===== config.mk =====
export PLATFORM = sky130hd
export DESIGN_NAME = mi_bist
export DESIGN_NICKNAME = d
export VERILOG_FILES = /design/src/rtl/mi_bist_pkg.sv /design/src/rtl/mi_bist_fsm.sv /design/src/rtl/mi_bist_datapath.sv /design/src/rtl/mi_bist_errlog.sv /design/src/rtl/mi_bist.sv
export SDC_FILE = /design/constraint.sdc
export NUM_CORES = 1
export LEC_CHECK = 0
export ABC_AREA = 1
export BUFFER_PORTS_ARGS = -buffer_cell sky130_fd_sc_hd__buf_2
export CORE_ASPECT_RATIO = 0.7
export CORE_MARGIN = 3
export CORE_UTILIZATION = 27
export CTS_CLUSTER_DIAMETER = 40
export DETAILED_ROUTE_END_ITERATION = 6
export PLACE_DENSITY_LB_ADDON = 0.08
export RECOVER_POWER = 100
export SKIP_LAST_GASP = 1
export SYNTH_ARGS = -nofsm -noshare
export SYNTH_HDL_FRONTEND = slang
export SYNTH_SLANG_ARGS = --single-unit

===== constraint.sdc =====
create_clock -name clk -period 2.15 [get_ports clk]
set_input_delay 0.43 -clock clk [delete_from_list [all_inputs] [get_ports clk]]
set_output_delay 0.43 -clock clk [all_outputs]
set_load 0.1 [all_outputs]

===== src/rtl/mi_bist_pkg.sv =====
package mi_bist_pkg;

    typedef enum logic [2:0] {
        ST_IDLE   = 3'd0,
        ST_FILL   = 3'd1,
        ST_UP_RD  = 3'd2,
        ST_UP_WR  = 3'd3,
        ST_DN_RD  = 3'd4,
        ST_DN_WR  = 3'd5,
        ST_FINISH = 3'd6
    } mi_state_e;

    typedef enum logic {
        WORD_SEED = 1'b0,
        WORD_INV  = 1'b1
    } mi_word_e;

endpackage


===== src/rtl/mi_bist_fsm.sv =====
module mi_bist_fsm
    import mi_bist_pkg::*;
#(
    parameter int AW = 10
) (
    input  logic          clk,
    input  logic          rst_n,
    input  logic          start,
    output logic [AW-1:0] addr,
    output logic          we,
    output mi_word_e      wsel,
    output logic          cmp_en,
    output mi_word_e      cmp_sel,
    output logic          accept,
    output logic          busy,
    output logic          done
);

    localparam logic [AW-1:0] ADDR_TOP = '1;
    localparam logic [AW-1:0] ADDR_BOT = '0;
    localparam logic [AW-1:0] ADDR_ONE = AW'(1);

    mi_state_e     state_q, state_d;
    logic [AW-1:0] addr_q, addr_d;

    // next-state and address logic
    always_comb begin
        state_d = state_q;
        addr_d  = addr_q;
        unique case (state_q)
            ST_IDLE: begin
                if (start) begin
                    state_d = ST_FILL;
                    addr_d  = ADDR_BOT;
                end
            end
            ST_FILL: begin
                if (addr_q == ADDR_TOP) begin
                    state_d = ST_UP_RD;
                    addr_d  = ADDR_BOT;
                end else begin
                    addr_d = addr_q + ADDR_ONE;
                end
            end
            ST_UP_RD: state_d = ST_UP_WR;
            ST_UP_WR: begin
                if (addr_q == ADDR_TOP) begin
                    state_d = ST_DN_RD;
                end else begin
                    state_d = ST_UP_RD;
                    addr_d  = addr_q + ADDR_ONE;
                end
            end
            ST_DN_RD: state_d = ST_DN_WR;
            ST_DN_WR: begin
                if (addr_q == ADDR_BOT) begin
                    state_d = ST_FINISH;
                end else begin
                    state_d = ST_DN_RD;
                    addr_d  = addr_q - ADDR_ONE;
                end
            end
            ST_FINISH: begin
                state_d = ST_IDLE;
                addr_d  = ADDR_BOT;
            end
            default: begin
                state_d = ST_IDLE;
                addr_d  = ADDR_BOT;
            end
        endcase
    end

    // state register
    always_ff @(posedge clk or negedge rst_n) begin
        if (!rst_n) begin
            state_q <= ST_IDLE;
            addr_q  <= ADDR_BOT;
        end else begin
            state_q <= state_d;
            addr_q  <= addr_d;
        end
    end

    // outputs decoded from the current state
    always_comb begin
        we      = 1'b0;
        wsel    = WORD_SEED;
        cmp_en  = 1'b0;
        cmp_sel = WORD_SEED;
        busy    = 1'b1;
        done    = 1'b0;
        accept  = 1'b0;
        unique case (state_q)
            ST_IDLE: begin
                busy   = 1'b0;
                accept = start;
            end
            ST_FILL: we = 1'b1;
            ST_UP_RD: ;
            ST_UP_WR: begin
                we     = 1'b1;
                wsel   = WORD_INV;
                cmp_en = 1'b1;
            end
            ST_DN_RD: ;
            ST_DN_WR: begin
                we      = 1'b1;
                cmp_en  = 1'b1;
                cmp_sel = WORD_INV;
            end
            ST_FINISH: done = 1'b1;
            default: busy = 1'b0;
        endcase
    end

    assign addr = addr_q;

    p_up_pair_r3: assert property (@(posedge clk) disable iff (!rst_n)
        (state_q == ST_UP_RD) |=> (state_q == ST_UP_WR && addr_q == $past(addr_q)));

    p_up_step_r3: assert property (@(posedge clk) disable iff (!rst_n)
        (state_q == ST_UP_WR && addr_q != ADDR_TOP) |=>
            (state_q == ST_UP_RD && addr_q == $past(addr_q) + ADDR_ONE));

    p_dn_pair_r4: assert property (@(posedge clk) disable iff (!rst_n)
        (state_q == ST_DN_RD) |=> (state_q == ST_DN_WR && addr_q == $past(addr_q)));

    p_dn_step_r4: assert property (@(posedge clk) disable iff (!rst_n)
        (state_q == ST_DN_WR && addr_q != ADDR_BOT) |=>
            (state_q == ST_DN_RD && addr_q == $past(addr_q) - ADDR_ONE));

    p_turn_top_r4: assert property (@(posedge clk) disable iff (!rst_n)
        (state_q == ST_UP_WR && addr_q == ADDR_TOP) |=>
            (state_q == ST_DN_RD && addr_q == ADDR_TOP));

    p_no_restart_r8: assert property (@(posedge clk) disable iff (!rst_n)
        (state_q != ST_IDLE && state_q != ST_FINISH) |=> (state_q != ST_IDLE));

endmodule


===== src/rtl/mi_bist_datapath.sv =====
module mi_bist_datapath
    import mi_bist_pkg::*;
#(
    parameter int DW = 16
) (
    input  logic          clk,
    input  logic          rst_n,
    input  logic          load,
    input  logic [DW-1:0] pattern,
    input  mi_word_e      wsel,
    input  mi_word_e      cmp_sel,
    output logic [DW-1:0] wdata,
    output logic [DW-1:0] expect_word
);

    logic [DW-1:0] seed_q;

    always_ff @(posedge clk or negedge rst_n) begin
        if (!rst_n) begin
            seed_q <= '0;
        end else if (load) begin
            seed_q <= pattern;
        end
    end

    always_comb begin
        unique case (wsel)
            WORD_INV:  wdata = ~seed_q;
            default:   wdata = seed_q;
        endcase
        unique case (cmp_sel)
            WORD_INV:  expect_word = ~seed_q;
            default:   expect_word = seed_q;
        endcase
    end

    p_seed_hold_r9: assert property (@(posedge clk) disable iff (!rst_n)
        !load |=> $stable(seed_q));

endmodule


===== src/rtl/mi_bist_errlog.sv =====
module mi_bist_errlog #(
    parameter int AW = 10,
    parameter int DW = 16
) (
    input  logic          clk,
    input  logic          rst_n,
    input  logic          clr,
    input  logic          cmp_en,
    input  logic [AW-1:0] cmp_addr,
    input  logic [DW-1:0] observed,
    input  logic [DW-1:0] expect_word,
    output logic          fail,
    output logic [AW-1:0] fail_addr,
    output logic [DW-1:0] fail_data
);

    logic          fail_q;
    logic [AW-1:0] addr_q;
    logic [DW-1:0] data_q;
    logic          mismatch;

    assign mismatch = cmp_en && (observed != expect_word);

    always_ff @(posedge clk or negedge rst_n) begin
        if (!rst_n) begin
            fail_q <= 1'b0;
            addr_q <= '0;
            data_q <= '0;
        end else if (clr) begin
            fail_q <= 1'b0;
            addr_q <= '0;
            data_q <= '0;
        end else if (mismatch && !fail_q) begin
            fail_q <= 1'b1;
            addr_q <= cmp_addr;
            data_q <= observed;
        end
    end

    assign fail      = fail_q;
    assign fail_addr = addr_q;
    assign fail_data = data_q;

    p_fail_sticky_r6: assert property (@(posedge clk) disable iff (!rst_n)
        (fail_q && !clr) |=> (fail_q && $stable(addr_q) && $stable(data_q)));

    p_fail_clear_r6: assert property (@(posedge clk) disable iff (!rst_n)
        clr |=> !fail_q);

    p_fail_cause_r5: assert property (@(posedge clk) disable iff (!rst_n)
        (!fail_q && !clr && !mismatch) |=> !fail_q);

endmodule


===== src/rtl/mi_bist.sv =====
module mi_bist
    import mi_bist_pkg::*;
#(
    parameter int AW = 10,
    parameter int DW = 16
) (
    input  logic          clk,
    input  logic          rst_n,
    input  logic          start,
    input  logic [DW-1:0] pattern,
    output logic [AW-1:0] mem_addr,
    output logic          mem_we,
    output logic [DW-1:0] mem_wdata,
    input  logic [DW-1:0] mem_rdata,
    output logic          busy,
    output logic          done,
    output logic          fail,
    output logic [AW-1:0] fail_addr,
    output logic [DW-1:0] fail_data
);

    logic          accept;
    logic          cmp_en;
    mi_word_e      wsel;
    mi_word_e      cmp_sel;
    logic [DW-1:0] expect_word;

    mi_bist_fsm #(.AW(AW)) u_fsm (
        .clk     (clk),
        .rst_n   (rst_n),
        .start   (start),
        .addr    (mem_addr),
        .we      (mem_we),
        .wsel    (wsel),
        .cmp_en  (cmp_en),
        .cmp_sel (cmp_sel),
        .accept  (accept),
        .busy    (busy),
        .done    (done)
    );

    mi_bist_datapath #(.DW(DW)) u_dp (
        .clk         (clk),
        .rst_n       (rst_n),
        .load        (accept),
        .pattern     (pattern),
        .wsel        (wsel),
        .cmp_sel     (cmp_sel),
        .wdata       (mem_wdata),
        .expect_word (expect_word)
    );

    mi_bist_errlog #(.AW(AW), .DW(DW)) u_err (
        .clk         (clk),
        .rst_n       (rst_n),
        .clr         (accept),
        .cmp_en      (cmp_en),
        .cmp_addr    (mem_addr),
        .observed    (mem_rdata),
        .expect_word (expect_word),
        .fail        (fail),
        .fail_addr   (fail_addr),
        .fail_data   (fail_data)
    );

    p_we_when_busy_r1: assert property (@(posedge clk) disable iff (!rst_n)
        !busy |-> !mem_we);

    p_done_single_r7: assert property (@(posedge clk) disable iff (!rst_n)
        done |=> (!done && !busy));

endmodule


==> results.tsv <==
stage	metric	value	unit
outcome	result of the run	finished with violations	
outcome	failing checks	max-capacitance violations, max-slew violations	
critical_path	arrival time of data at the critical path endpoint	1710	ps
drt	detailed-route wire length	12300	um
critical_path	most frequent CP cell	buf_12	
final_layout	Final #Nets	630	
sta	Max Clk Rate	0.468	GHz
synthesis	share of synthesized registers carrying an async set or reset	100	%
final_layout	P&R area growth vs syn	44.0	%
drt	number of violations reported at the end of detailed-routing iteration 0	243	
clocking	master cell of the clock root buffer	clkbuf_16	
power	internal power component	1.67	mW
critical_path	peak per-stage delay on the critical path	390	ps
power	switching part of the total	31.0	%
power	part of the total power dissipated in sequential elements	46.0	%
sta	count of endpoints failing setup in the final report	0	
critical_path	category of the worst setup path capture point	output port	
worst_hold_path	capture endpoint of the worst hold path	u_dp.seed_q[9]	
synthesis	cell taking the most area after synthesis	dfrtp_1	
sta	share of the cycle needed by the critical path after routing	99.4	%
critical_path	worst reg2reg startpoint	u_fsm.addr[1]	
clocking	clock sinks	56	
clocking	CTS H-tree lvls	2	
critical_path	number of buffer and inverter stages on the critical path	4	
drt	final routed DRC violation total	0	
global_route	total gr overflow	0	
clocking	clock tree from TritonCTS	built	
critical_path	crit path launch type	flop	
critical_path	crit path cell chain	inv_2 > nor3_4 > buf_6 > buf_12 > xor2_4 > buf_12	
die	Boundary Pins	91	
drt	number of nets with antenna violations after detailed routing	0	
worst_hold_path	number of instances on the worst hold path	3	
final_layout	Antenna Cells	0	
final_layout	area taken by flip-flops and latches	1410	sq um
sta	setup repair after global routing missed its margin	true	
synthesis	Yosys cell types	30	
die	overall die area	14300	sq um
sta	minimum clock period	2140	ps
sta	worst hold slack	332	ps
synthesis	fraction of synthesized cell area taken by the top area cell type	40.2	%
sta	worst-case headroom to the max-slew limit	-17.4	%
global_route	maximum number of pins on one net before global-route repair	28	
die	Std-Cell Core Area	12500	sq um
sta	slew at the pin closest to its max-slew limit	1760	ps
clocking	source-to-sink clock delay at the later pin of the worst-skew pair	300	ps
synthesis	Mapped Area	3480	sq um
power	Max rail drop VDD	0.295	mV
synthesis	flip-flop and latch count after synthesis	56	
drt	vias	3494	
final_layout	FILL cells	1277	
die	x dimension of the die	142	um
die	number of rows created at floorplan	34	
sta	least setup slack across all paths after layout	13.9	ps
power	Clock power frac	35.0	%
placement	Final HPWL DP	9000	um
global_route	first-pass GRT wire length	18700	um
synthesis	Mean Syn Cell Area	7.14	sq um
critical_path	length in cells of the worst reg-to-reg path	12	
job	number of max-cap violations	1	
synthesis	Synth Instances	488	
synthesis	leading post-synthesis cells by cell area	dfrtp_1 40%, nand2_1 17%, inv_1 6.4%	
final_layout	proportion of layout cells with a drive suffix above 1	29.1	%
drt	drt via density	4.62	
global_route	initial antenna violation count	0	
final_layout	utilization after layout	40.1	%
worst_hold_path	class of the worst hold path	input pin to flop	
worst_hold_path	start point of the worst min-delay path	pattern[9]	
drt	detailed-router iteration count before antenna repair	7	
synthesis	number of synthesized flops with an enable pin	0	
critical_path	Worst Path Class, Setup	flop to output port	
die	starting density of the core	27.8	%
clocking	number of buffers inserted by hold repair at cts	0	
final_layout	area taken by multi-input logic gates	2060	sq um
synthesis	syn_nets	525	
critical_path	standard cell with the maximum stage delay on the critical path	dfrtp_1	
power	combinational group share of total power	19.0	%
critical_path	slack of the worst reg-to-reg path	150	ps
global_route	Global Route Usage Sum	16.9	%
clocking	clock slew seen by the registers of the worst setup and hold paths	80	ps
placement	Post-Place Worst Slack	56.1	ps
critical_path	largest fanout on the critical path	6	
synthesis	commonest cells in the netlist	160 x nand2_1, 59 x inv_1, 56 x dfrtp_1	
critical_path	family of cells with the greatest summed delay on the critical path	buffers and inverters	
die	Die Y	101	um
placement	number of port buffers	90	
global_route	number of global-route vias before repair	3337	
power	leakage dissipation	2.58	nW
synthesis	most instantiated library cell after synthesis	nand2_1	
sta	skew final	9.30	ps
synthesis	flip-flop cell with the highest count after synthesis	dfrtp_1	
placement	final estimated routing congestion in global placement	0.835	
critical_path	Req. time, crit path	1720	ps
sta	Final Hold Violating Endpoints	0	
clocking	maximum buffer depth of the clock tree	2	
power	Switching Power	751	uW
synthesis	sequential cell area fraction in the yosys report	40.2	%
drt	Routed wire per std cell	16.2	um
clocking	clock buffer count from CTS	5	
synthesis	Syn. warnings	0	
sta	total count of max-transition violations in the final report	28	
critical_path	endpoint of the worst-slack reg-to-reg timing path	u_fsm.addr[1]	
power	Pwr Density	483	nW/um^2
[repair_timing]
action | CTS | global route
gates cloned | 1 | 2
buffers inserted | 3 | 2
resized for setup | 4 | 13
endpoints found under the setup margin | 16 | 46
pin swaps | 1 | 3
[how the worst max path moves through the flow]
stage / to / startpoint / slack (ps) / cells after the start
2_1_floorplan: mem_we / u_fsm.state_q[2] / -110 / 3
4_1_cts: mem_wdata[5] / u_fsm.state_q[1] / -20 / 6
6_report: mem_wdata[14] / u_fsm.state_q[1] / 10 / 6
3_3_place_gp: u_err.fail / u_fsm.state_q[1] / 90 / 11
5_1_grt: mem_wdata[5] / u_fsm.state_q[1] / -60 / 6
3_5_place_dp: u_err.fail / u_fsm.state_q[1] / 60 / 11
[cell type report]
| class | count | area share, % |
|---|---|---|
| flip-flops and latches | 56 | 28.2 |
| repair buffers | 118 | 19.2 |
| multi-input cells | 351 | 41.2 |
| inverters | 61 | 4.57 |
| clock inverters | 2 | 0.324 |
| clock buffers | 6 | 2.57 |
| well taps | 162 | 4.04 |
[power groups by stage]
stage,Combinational [mW],Clock (mW),Sequential [mW]
finish,0.460,0.848,1.11
global route,0.495,0.907,1.12
CTS,0.464,0.882,1.11
detailed placement,0.462,0,1.13
global placement,0.459,0,1.13
floorplan,0.264,0,1.13
[stage by stage]
step / cell area [sq um] / setup TNS, ps / total power [mW] / std cells
finish: 5010 / 0 / 2.42 / 756
CTS: 4940 / -70.8 / 2.46 / 752
floorplan: 3790 / -791 / 1.40 / 488
detailed placement: 4730 / 0 / 1.60 / 740
global placement: 4730 / 0 / 1.59 / 740
global route: 5010 / -574 / 2.52 / 756
[registers in the layout, indices dropped and copies added (netlist names)]
| register | cells |
|---|---|
| u_dp.seed_q | 16 |
| u_err.fail_data | 16 |
| u_err.fail_addr | 10 |
| u_fsm.addr | 10 |
| u_fsm.state_q | 3 |
| u_err.fail | 1 |
[cell families (layout without fill, tap and decap cells)]
| logic type | Yosys count | in the layout | synth area share [%] |
|---|---|---|---|
| flops | 56 | 56 | 40.2 |
| xor+xnor | 21 | 21 | 5.28 |
| fa+ha+maj | 2 | 2 | 0.719 |
| compound gates | 50 | 50 | 7.29 |
| simple gates | 276 | 278 | 36.3 |
| buf+inv | 83 | 187 | 10.2 |
[layout by cell type, fill, tap and decap left out, drive strengths merged]
| master | netlist | layout |
|---|---|---|
| nand2 | 163 | 163 |
| buf | 16 | 77 |
| inv | 60 | 60 |
| dfrtp | 56 | 56 |
| clkbuf | 6 | 47 |
| nand3 | 42 | 44 |
| o21ai | 37 | 37 |
| nor2 | 33 | 33 |
| nand4 | 29 | 29 |
| xor2 | 20 | 20 |
| a21oi | 11 | 11 |
| nor3 | 7 | 7 |
| ha | 2 | 2 |
| clkinv | 1 | 2 |
| o31ai | 1 | 1 |
| a31oi | 1 | 1 |
| nor4 | 1 | 1 |
| or2 | 1 | 1 |
| xnor2 | 1 | 1 |
| clkinvlp | 0 | 1 |
[tightest hold or removal path: cells and delay by family]
kind	cells	cell delay, ps
and+or+nand+nor	1	40
AOI/OAI and AO/OA	1	50
buffers and inverters	1	70
[layer usage]
metal	vias to the layer above	part of all wire (%)	global-route usage, %
li1	1762	-	-
met1	1622	53	26.1
met2	101	40	24.7
met3	9	5.8	3.41
met4	0	0.72	2.88
met5	-	0	0
Power figures use the tool's default switching activity.
